File: config.mk
export PLATFORM = sky130hd
export DESIGN_NAME = cfgwin_top
export DESIGN_NICKNAME = d
export VERILOG_FILES = /design/src/rtl/cfgwin_pkg.sv /design/src/rtl/cfgwin_regs.sv /design/src/rtl/cfgwin_lanes.sv /design/src/rtl/cfgwin_ctrl.sv /design/src/rtl/cfgwin_top.sv
export SDC_FILE = /design/constraint.sdc
export NUM_CORES = 1
export LEC_CHECK = 0
export BUFFER_PORTS_ARGS = -buffer_cell sky130_fd_sc_hd__buf_2
export CAP_MARGIN = 25
export CORE_MARGIN = 8
export CORE_UTILIZATION = 35
export DETAILED_ROUTE_END_ITERATION = 10
export GPL_ROUTABILITY_DRIVEN = 0
export GPL_TIMING_DRIVEN = 0
export PLACE_DENSITY = 0.55
export SYNTH_ARGS = -nofsm -noshare
export SYNTH_HDL_FRONTEND = slang
export SYNTH_SLANG_ARGS = --single-unit
File: constraint.sdc
create_clock -name clk -period 3 [get_ports clk]
set_clock_uncertainty 0.2 [all_clocks]
set_input_delay 0 -clock clk [delete_from_list [all_inputs] [get_ports clk]]
set_output_delay 0 -clock clk [all_outputs]
set_load 0.01 [all_outputs]
File: src/rtl/cfgwin_pkg.sv
// Package: constants, word indices and types shared by the window logic.
// Assumes a 32-bit configuration data path and a 32-bit backend bus.
package cfgwin_pkg;

    localparam int          DW          = 32;
    localparam int          LANES       = DW / 8;
    localparam int          WORD_AW     = 3;
    localparam logic [7:0]  VNDR_CAP_ID = 8'h09;
    localparam logic [7:0]  WIN_TYPE    = 8'h05;
    localparam logic [7:0]  CAP_BYTES   = 8'd20;

    typedef enum logic [WORD_AW-1:0] {
        W_HEAD = 3'd0,
        W_SEL  = 3'd1,
        W_OFFS = 3'd2,
        W_SIZE = 3'd3,
        W_DATA = 3'd4
    } word_e;

    typedef enum logic [1:0] {
        ST_IDLE = 2'd0,
        ST_BUSY = 2'd1,
        ST_RESP = 2'd2
    } state_e;

    typedef struct packed {
        logic [7:0]    bar;
        logic [DW-1:0] offs;
        logic [DW-1:0] size;
        logic [DW-1:0] data;
    } win_regs_t;

    // Replace the bytes of old_v whose enable bit is set.
    function automatic logic [DW-1:0] merge_bytes(input logic [DW-1:0] old_v,
                                                  input logic [DW-1:0] new_v,
                                                  input logic [LANES-1:0] be);
        logic [DW-1:0] r;
        r = old_v;
        for (int i = 0; i < LANES; i++) begin
            if (be[i]) r[8*i +: 8] = new_v[8*i +: 8];
        end
        return r;
    endfunction

endpackage

File: src/rtl/cfgwin_regs.sv
// Module: cfgwin_regs
// Holds the host-writable window fields and muxes the capability words
// for reads. Read-only header bytes come from parameters.
// Assumes wr_en and ld_en never assert in the same cycle.
module cfgwin_regs
    import cfgwin_pkg::*;
#(
    parameter logic [7:0] NEXT_PTR = 8'h00,
    parameter logic [7:0] INST_ID  = 8'h00
) (
    input  logic               clk,
    input  logic               rst_n,
    input  logic               wr_en,
    input  logic [WORD_AW-1:0] wr_word,
    input  logic [LANES-1:0]   wr_be,
    input  logic [DW-1:0]      wr_data,
    input  logic               ld_en,
    input  logic [DW-1:0]      ld_data,
    input  logic [WORD_AW-1:0] rd_word,
    output win_regs_t          regs,
    output logic [DW-1:0]      hdr_rdata
);

    win_regs_t regs_q;

    // Update writable fields from host writes or from a completed backend read.
    always_ff @(posedge clk) begin
        if (!rst_n) begin
            regs_q <= '0;
        end else begin
            if (wr_en) begin
                case (wr_word)
                    W_SEL:   if (wr_be[0]) regs_q.bar <= wr_data[7:0];
                    W_OFFS:  regs_q.offs <= merge_bytes(regs_q.offs, wr_data, wr_be);
                    W_SIZE:  regs_q.size <= merge_bytes(regs_q.size, wr_data, wr_be);
                    W_DATA:  regs_q.data <= merge_bytes(regs_q.data, wr_data, wr_be);
                    default: ;
                endcase
            end
            if (ld_en) regs_q.data <= ld_data;
        end
    end

    // Select the capability word addressed by the host.
    always_comb begin
        case (rd_word)
            W_HEAD:  hdr_rdata = {WIN_TYPE, CAP_BYTES, NEXT_PTR, VNDR_CAP_ID};
            W_SEL:   hdr_rdata = {16'h0000, INST_ID, regs_q.bar};
            W_OFFS:  hdr_rdata = regs_q.offs;
            W_SIZE:  hdr_rdata = regs_q.size;
            W_DATA:  hdr_rdata = regs_q.data;
            default: hdr_rdata = '0;
        endcase
    end

    assign regs = regs_q;

endmodule

File: src/rtl/cfgwin_lanes.sv
// Module: cfgwin_lanes
// Decodes size and alignment, qualifies the BAR index, and steers bytes
// between the low bytes of the data field and the backend lanes.
// Purely combinational; assumes a 4-lane backend bus.
module cfgwin_lanes
    import cfgwin_pkg::*;
#(
    parameter int NUM_BARS = 6,
    parameter int BAR_W    = 3
) (
    input  win_regs_t          regs,
    input  logic [DW-1:0]      bk_rdata,
    output logic               win_ok,
    output logic [BAR_W-1:0]   bk_bar,
    output logic [DW-1:0]      bk_addr,
    output logic [LANES-1:0]   bk_be,
    output logic [DW-1:0]      bk_wdata,
    output logic [DW-1:0]      packed_rdata
);

    logic       sz1, sz2, sz4;
    logic       bar_ok, align_ok;
    logic [1:0] sh;
    logic [2:0] nbytes;

    // Decode the access size, the lane shift and the validity of the request.
    always_comb begin
        sz1      = (regs.size == 32'd1);
        sz2      = (regs.size == 32'd2);
        sz4      = (regs.size == 32'd4);
        sh       = regs.offs[1:0];
        nbytes   = sz4 ? 3'd4 : (sz2 ? 3'd2 : (sz1 ? 3'd1 : 3'd0));
        bar_ok   = ({24'h0, regs.bar} < NUM_BARS);
        align_ok = sz1 | (sz2 & ~regs.offs[0]) | (sz4 & (regs.offs[1:0] == 2'b00));
        win_ok   = bar_ok & align_ok;
    end

    // Form the dword address, lane strobes and BAR select for the backend.
    always_comb begin
        bk_addr = {regs.offs[DW-1:2], 2'b00};
        bk_bar  = regs.bar[BAR_W-1:0];
        if (sz4)      bk_be = 4'b1111;
        else if (sz2) bk_be = 4'b0011 << sh;
        else if (sz1) bk_be = 4'b0001 << sh;
        else          bk_be = 4'b0000;
    end

    // Per-lane steering: write bytes move up by sh, read bytes move down by sh.
    for (genvar g = 0; g < LANES; g++) begin : g_lane
        logic [1:0] wr_src;
        logic [1:0] rd_src;
        assign wr_src = 2'(g) - sh;
        assign rd_src = 2'(g) + sh;
        assign bk_wdata[8*g +: 8]     = bk_be[g] ? regs.data[8*wr_src +: 8] : 8'h00;
        assign packed_rdata[8*g +: 8] = (3'(g) < nbytes) ? bk_rdata[8*rd_src +: 8] : 8'h00;
    end

endmodule

File: src/rtl/cfgwin_ctrl.sv
// Module: cfgwin_ctrl
// Sequences host accesses: header and rejected accesses complete in one
// cycle; a qualified data access holds the host until the backend acks.
// Assumes the host holds cfg_wr/cfg_rd until it sees cfg_ready.
module cfgwin_ctrl
    import cfgwin_pkg::*;
(
    input  logic               clk,
    input  logic               rst_n,
    input  logic               cfg_wr,
    input  logic               cfg_rd,
    input  logic [WORD_AW-1:0] cfg_addr,
    input  logic               win_ok,
    input  logic               bk_ack,
    input  logic [DW-1:0]      hdr_rdata,
    input  logic [DW-1:0]      packed_rdata,
    output logic               cfg_ready,
    output logic [DW-1:0]      cfg_rdata,
    output logic               bk_req,
    output logic               bk_we,
    output logic               reg_wr_en,
    output logic               ld_en
);

    state_e        state_q;
    logic          we_q;
    logic [DW-1:0] rdata_q;
    logic          accept, launch, data_hit;

    // Classify the access presented in the idle state.
    always_comb begin
        accept    = (state_q == ST_IDLE) && (cfg_wr || cfg_rd);
        data_hit  = (cfg_addr == W_DATA);
        launch    = accept && data_hit && win_ok;
        reg_wr_en = accept && cfg_wr;
        ld_en     = (state_q == ST_BUSY) && bk_ack && !we_q;
    end

    // Advance the access state machine and capture response data.
    always_ff @(posedge clk) begin
        if (!rst_n) begin
            state_q <= ST_IDLE;
            we_q    <= 1'b0;
            rdata_q <= '0;
        end else begin
            case (state_q)
                ST_IDLE: begin
                    if (launch) begin
                        state_q <= ST_BUSY;
                        we_q    <= cfg_wr;
                        rdata_q <= '0;
                    end else if (accept) begin
                        state_q <= ST_RESP;
                        rdata_q <= (!cfg_wr && !data_hit) ? hdr_rdata : '0;
                    end
                end
                ST_BUSY: begin
                    if (bk_ack) begin
                        state_q <= ST_RESP;
                        if (!we_q) rdata_q <= packed_rdata;
                    end
                end
                default: state_q <= ST_IDLE;
            endcase
        end
    end

    assign cfg_ready = (state_q == ST_RESP);
    assign cfg_rdata = rdata_q;
    assign bk_req    = (state_q == ST_BUSY);
    assign bk_we     = we_q;

endmodule

File: src/rtl/cfgwin_top.sv
// Module: cfgwin_top
// Configuration-space window that forwards sized accesses to BAR regions.
// Assumes one host access at a time and a backend that eventually acks.
module cfgwin_top
    import cfgwin_pkg::*;
#(
    parameter logic [7:0] NEXT_PTR = 8'h00,
    parameter logic [7:0] INST_ID  = 8'h00,
    parameter int         NUM_BARS = 6
) (
    input  logic         clk,
    input  logic         rst_n,
    input  logic         cfg_wr,
    input  logic         cfg_rd,
    input  logic [2:0]   cfg_addr,
    input  logic [3:0]   cfg_be,
    input  logic [31:0]  cfg_wdata,
    output logic [31:0]  cfg_rdata,
    output logic         cfg_ready,
    output logic         bk_req,
    output logic         bk_we,
    output logic [2:0]   bk_bar,
    output logic [31:0]  bk_addr,
    output logic [3:0]   bk_be,
    output logic [31:0]  bk_wdata,
    input  logic         bk_ack,
    input  logic [31:0]  bk_rdata
);

    localparam int BAR_W = (NUM_BARS > 1) ? $clog2(NUM_BARS) : 1;

    win_regs_t     regs;
    logic [DW-1:0] hdr_rdata;
    logic [DW-1:0] packed_rdata;
    logic          win_ok;
    logic          reg_wr_en;
    logic          ld_en;
    logic [BAR_W-1:0] bar_sel;

    cfgwin_regs #(
        .NEXT_PTR (NEXT_PTR),
        .INST_ID  (INST_ID)
    ) u_regs (
        .clk       (clk),
        .rst_n     (rst_n),
        .wr_en     (reg_wr_en),
        .wr_word   (cfg_addr),
        .wr_be     (cfg_be),
        .wr_data   (cfg_wdata),
        .ld_en     (ld_en),
        .ld_data   (packed_rdata),
        .rd_word   (cfg_addr),
        .regs      (regs),
        .hdr_rdata (hdr_rdata)
    );

    cfgwin_lanes #(
        .NUM_BARS (NUM_BARS),
        .BAR_W    (BAR_W)
    ) u_lanes (
        .regs         (regs),
        .bk_rdata     (bk_rdata),
        .win_ok       (win_ok),
        .bk_bar       (bar_sel),
        .bk_addr      (bk_addr),
        .bk_be        (bk_be),
        .bk_wdata     (bk_wdata),
        .packed_rdata (packed_rdata)
    );

    cfgwin_ctrl u_ctrl (
        .clk          (clk),
        .rst_n        (rst_n),
        .cfg_wr       (cfg_wr),
        .cfg_rd       (cfg_rd),
        .cfg_addr     (cfg_addr),
        .win_ok       (win_ok),
        .bk_ack       (bk_ack),
        .hdr_rdata    (hdr_rdata),
        .packed_rdata (packed_rdata),
        .cfg_ready    (cfg_ready),
        .cfg_rdata    (cfg_rdata),
        .bk_req       (bk_req),
        .bk_we        (bk_we),
        .reg_wr_en    (reg_wr_en),
        .ld_en        (ld_en)
    );

    assign bk_bar = 3'(bar_sel);

endmodule

* After elaboration in Yosys (flattened, before gate mapping)
Index checks and enable logic that the tools add are counted.
** Operators by class
- Muxes and demuxes :: 32
- Reduce and logical (&&, ||, !) cells :: 37
- $lt $le $gt $ge :: 5
- Equality and inequality tests :: 12
- Shift operators :: 10
- Bitwise gates (word level) :: 6
- Add/sub/neg operators :: 7
** Operator list (count)
- two-way mux 32 bit :: 8
- indexed part select 32 x 6 -> 8 bit :: 8
- one-hot mux 32 bit (5 select lines) :: 1
- two-way mux 8 bit :: 12
- one-hot mux 32 bit (2 select lines) :: 1
- AND reduction 3 bit :: 13
- equality test 32 x 1 -> 1 bit, second input constant :: 1
- equality test 32 x 2 -> 1 bit, second input constant :: 1
- equality test 32 x 3 -> 1 bit, second input constant :: 1
- nonzero test 2 bit :: 7
- two-way mux 4 bit :: 3
- < comparator 8 x 3 -> 1 bit, second input constant :: 1
- logical AND 1 bit :: 7
- equality test 3 x 2 -> 1 bit, second input constant :: 2
- < comparator 1 x 3 -> 1 bit, first input constant :: 2
- < comparator 2 x 3 -> 1 bit, first input constant :: 2
- two-way mux 2 bit :: 3
- two-way mux 3 bit :: 2
- adder 2 bit, first input constant :: 2
- zero test 2 bit :: 2
- one-hot mux 2 bit (2 select lines) :: 1
- AND reduction 2 bit :: 2
- AND reduction 4 bit :: 1
- << shifter 1 x 2 -> 4 bit, first input constant :: 1
- other kinds (18) :: 25
** Storage, ports and cells
- Bits in registers :: 139

* Longest topological paths before layout
- Depth in word-level cells :: 9
- Gate-level depth with buffers :: 9
- Mapped depth without buffers :: 6

* Hierarchy
Synthesis repeated with hierarchy kept, for this count alone.
** Unflattened totals
- Cells, all modules :: 1155
- Area, all modules :: 10522.6 µm²
** Modules (own cells, without submodules)
- cfgwin_regs :: cells each 630, instances 1, area each 5335.1 µm²
- cfgwin_lanes :: cells each 311, instances 1, area each 3055.4 µm²
- cfgwin_ctrl :: cells each 214, instances 1, area each 2132.0 µm²

* Least setup slack after synthesis
OpenSTA, ideal clock, no wires.
- Path type :: reg-to-reg
- Start point :: reg u_regs.regs_q, in the netlist u_regs.regs[64]
- End point :: reg u_ctrl.rdata_q[25] (netlist: u_ctrl.cfg_rdata[25])
- Stages on the path, launching flop included :: 10
- Library setup time :: 0.119 ns
- Data required time :: 2.681 ns
- Period minus slack after synthesis :: 2.751 ns
- Buffers on the path :: 3
- Data arrival time :: 2.433 ns
- Path slack :: 0.249 ns
- Cell sequence :: dfxtp_1 buf_2 inv_1 ha_1 clkbuf_1 clkbuf_1 mux4_2 nand2_1 nor2_1 o221a_1
** Between the ends
- Word-level cells in the longest chain between the ends :: 8
- Elaborated cells on any way between the ends :: 17
** RTL lines
- from (decl) :: line cfgwin_regs.sv:24 : win_regs_t regs_q;
- branches (longest 8 deep; another with adder 2 bit)
- to (signal assigned) :: line cfgwin_ctrl.sv:54 : rdata_q <= (!cfg_wr && !data_hit) ? hdr_rdata : '0;
- to (signal assigned) :: line cfgwin_ctrl.sv:60 : if (!we_q) rdata_q <= packed_rdata;
- to (decl) :: line cfgwin_ctrl.sv:27 : logic [DW-1:0] rdata_q;
Several ways; the timed one is not identified. The select of a mux whose other input is x is not followed.
A chain may end at the register's enable or synchronous reset.

* Worst setup path after layout
- Start point :: reg u_regs.regs_q, in the netlist u_regs.regs[65]
- End point :: out bk_wdata[20]
** Between the ends
- Word-level cells in the longest chain between the ends :: 5
- Elaborated cells on any way between the ends :: 8
** RTL lines
- branches (longest 4 deep; another with subtractor 2 bit)
- two-way mux 8 bit * :: line cfgwin_lanes.sv:54 : assign bk_wdata[8*g +: 8] = bk_be[g] ? regs.data[8*wr_src +: 8] : 8'h00;
- to (decl) :: line cfgwin_top.sv:25 : output logic [31:0] bk_wdata,
Every way passes the cells marked *.

==> results.cfg <==
[run_status]
status = finished, final reports clean

[global_route]
antenna_found_initial = 3
track_usage_pct = 23.0
grt_max_degree = 17
grt.met1_usage_pct = 28.8
grt_pass1_wl_um = 50000
grt_pass1_vias = 8138
met3_usage_pct = 4.75
grtUsageMet2_pct = 38.2
grt_overflow = 0
top_usage_layer = met2

[detailed_routing]
drc = 0
drtIter0Drc = 663
via_per_inst = 5.58
drt_wl_total_um = 33600
final_antenna_net_count = 0
drt_pass1_iterations = 5
wl_per_cell_um = 23.3
via_count = 8053

[synth]
synth_compound_gate_area_share_pct = 12.5
synth_edf_count = 0
synthMuxAreaShare_pct = 32.7
avgSynthCellArea_um2 = 10.1
yosysWarnings = 0
yosysSeqAreaShare_pct = 33.6
synth_cell_type_count = 48
ys.flop_type = dfxtp_1
yosysTopAreaCellShare_pct = 33.6
netlist_instances = 825
syn_area_mm2 = 0.00829
yosys.area_share.simple_pct = 13.9
synth_common_cells = dfxtp_1, mux2i_1, nor2_1
synth_most_common_cell = dfxtp_1
async_reset_ff_share_pct = 0
ys_seq_elements = 139
synthAdderAreaFrac_pct = 0.604
synth-xor-area-share_pct = 0.106
ys_top_cells_by_area = dfxtp_1, mux4_2, mux2i_1
synth_top_area_cell = dfxtp_1
synth_top_family_by_area = multiplexers

[worst_setup_path]
crit_required_ns = 2.80
crit_chain = buf_4 -> inv_1 -> ha_2 -> buf_4 -> mux4_2 -> nor2b_1 -> buf_2
cp_num_buf_inv = 4
crit_fanout = 10
cp.arrival_ns = 2.69
start_kind = flop
worstSetupPathType = flop to primary output
crit_path_frequent_cell = buf_4
critPathMaxStageDelay_ns = 0.54
cp_top_family = buffers and inverters
slowest_stage = mux4_2
endpoint_kind = primary output

[die]
num_rows = 56
die_w_um = 170
die-height_um = 170
die_area_mm2 = 0.0289
core_area_mm2 = 0.0234
start_util_pct = 35.4
boundaryPins = 182

[timing]
finalHoldViolations = 0
final.min_clock_period_ns = 2.89
setup_viol = 0
fmax_mhz = 346
worst_pin_slew_ns = 0.983
rsz0062_at_grt = false
fin_ws_ns = 0.114
max_slew_margin_pct = 33.8
holdWs_ns = 0.0210
maxSlewViolCount = 0
timing.final.crit_share_pct = 96.2

[worst_hold_path]
min_path_type = primary input to flop

[clock_network]
clock-sinks = 139
cts_root_buf = clkbuf_16
htreeDepth = 4
clk_latency_ns = 0.43
cts_buffers = 17
cts_tree = yes
cts.clk_slew.worst_paths_ns = 0.06
cts_buffer_depth = 2

[run]
drv_cap = 0

[cells_and_area]
multiInputGateArea_mm2 = 0.00499
fill_cells = 2311
utilization_pct = 47.4
fin_cells = 1443
final_nets = 1186
drive_above_1_share_pct = 30.7
area_growth_pct = 33.7
seq_area_mm2 = 0.00278

[placed_design]
dp_slack_ns = -0.317
placedCellCount = 1325
io_buffer_count = 179
dp_hpwl_um = 25900

[pwr]
peakVddDrop_mv = 0.315
totalPowerFinal_w = 0.00478
switchingPower_w = 0.00125
comb_power_share_pct = 13.5
clockPowerShare_pct = 46.5
power.leakage_nw = 5.11
power.share.switching_pct = 26.2
power_density_mw_per_mm2 = 431
seq_power_share_pct = 40.0
p_int_w = 0.00353
## kinds of logic after synthesis
logic type	Yosys count
and+or+nand+nor	232
muxes	191
AOI/OAI and AO/OA	152
DFF	139
buffers and inverters	105
adders and majority gates	4
other	1
xor gates and xnor gates	1
## cells in the final DEF (no fill, tap or decap), types with 8 or more instances in the layout
cell | Yosys | final
a21oi_1 | 13 | 13
a22oi_1 | 28 | 28
buf_2 | 14 | 191
buf_4 | 35 | 39
clkbuf_1 | 38 | 36
clkbuf_16 | 0 | 17
dfxtp_1 | 139 | 138
dlygate4sd3_1 | 0 | 82
inv_1 | 9 | 9
mux2i_1 | 127 | 127
mux4_2 | 64 | 64
nand2_1 | 39 | 39
nand3_1 | 12 | 12
nor2_1 | 91 | 90
nor2b_1 | 43 | 43
nor3_1 | 8 | 8
o21ai_0 | 42 | 42
o221a_1 | 10 | 10
o22ai_1 | 25 | 25
o2bb2ai_1 | 8 | 8
o41ai_1 | 12 | 12
## timing repair
action	4_1_cts	5_1_grt
setup endpoints to repair	41	42
pin swaps	0	1
cloned	0	0
resized for setup	10	8
hold buffers	82	0
endpoints found under the hold margin	117	0
buffers inserted	0	1
## final cells by class
class	instances	share of cell area [%]
multi-input combinational	582	45.0
sequential	139	25.1
clock buffer	21	4.24
inverter	10	0.338
antenna	5	0.113
timing repair buffer	263	15.6
tap	319	3.60
clock inverter	11	1.29
buffer	93	4.77
## state kept, by name, indices dropped and copies added (netlist names)
register	cells
u_ctrl.cfg_rdata	32
u_ctrl.state_q	2
u_regs.regs	104
u_ctrl.bk_we	1
## power by group through the flow
stage               Clock [W]  Combinational (W)  Sequential (W)
detailed placement          0           0.000535         0.00195
CTS                   0.00224           0.000632         0.00191
floorplan                   0           0.000286         0.00195
global placement            0           0.000533         0.00195
finish                0.00223           0.000646         0.00191
global route          0.00231           0.000685         0.00191
## routing by layer
| layer | share of wire (%) | routed length (um) |
|---|---|---|
| met5 | 0 | 0 |
| met4 | 3.0 | 999 |
| met3 | 7.6 | 2550 |
| met2 | 48 | 16000 |
| met1 | 42 | 14000 |
## worst register-to-register path: stages, from the launching register on
cell and delay (ns):
dfxtp_1 0.36, buf_4 0.23, inv_1 0.10, ha_2 0.45, buf_4 0.27, mux4_2 0.34
nand2_1 0.13, dlygate4sd3_1 0.58, o22ai_1 0.08
## worst paths after layout
path                   start              end  slack, ns  depth (start not counted)
max          u_regs.regs[65]     bk_wdata[20]       0.11                          7
min              bk_rdata[8]  u_regs.regs[16]       0.02                          4
min reg2reg     u_ctrl.bk_we     u_ctrl.bk_we       0.28                          2
max reg2reg  u_regs.regs[65]  u_regs.regs[27]       0.13                          8
## through the flow
step                setup TNS, ns  cell area [um^2]
floorplan                       0              8300
global placement            -6.84              9590
detailed placement          -6.87              9600
CTS                             0             11100
global route                    0             11100
finish                          0             11100
Note: power is estimated with default switching activity, not from simulation.
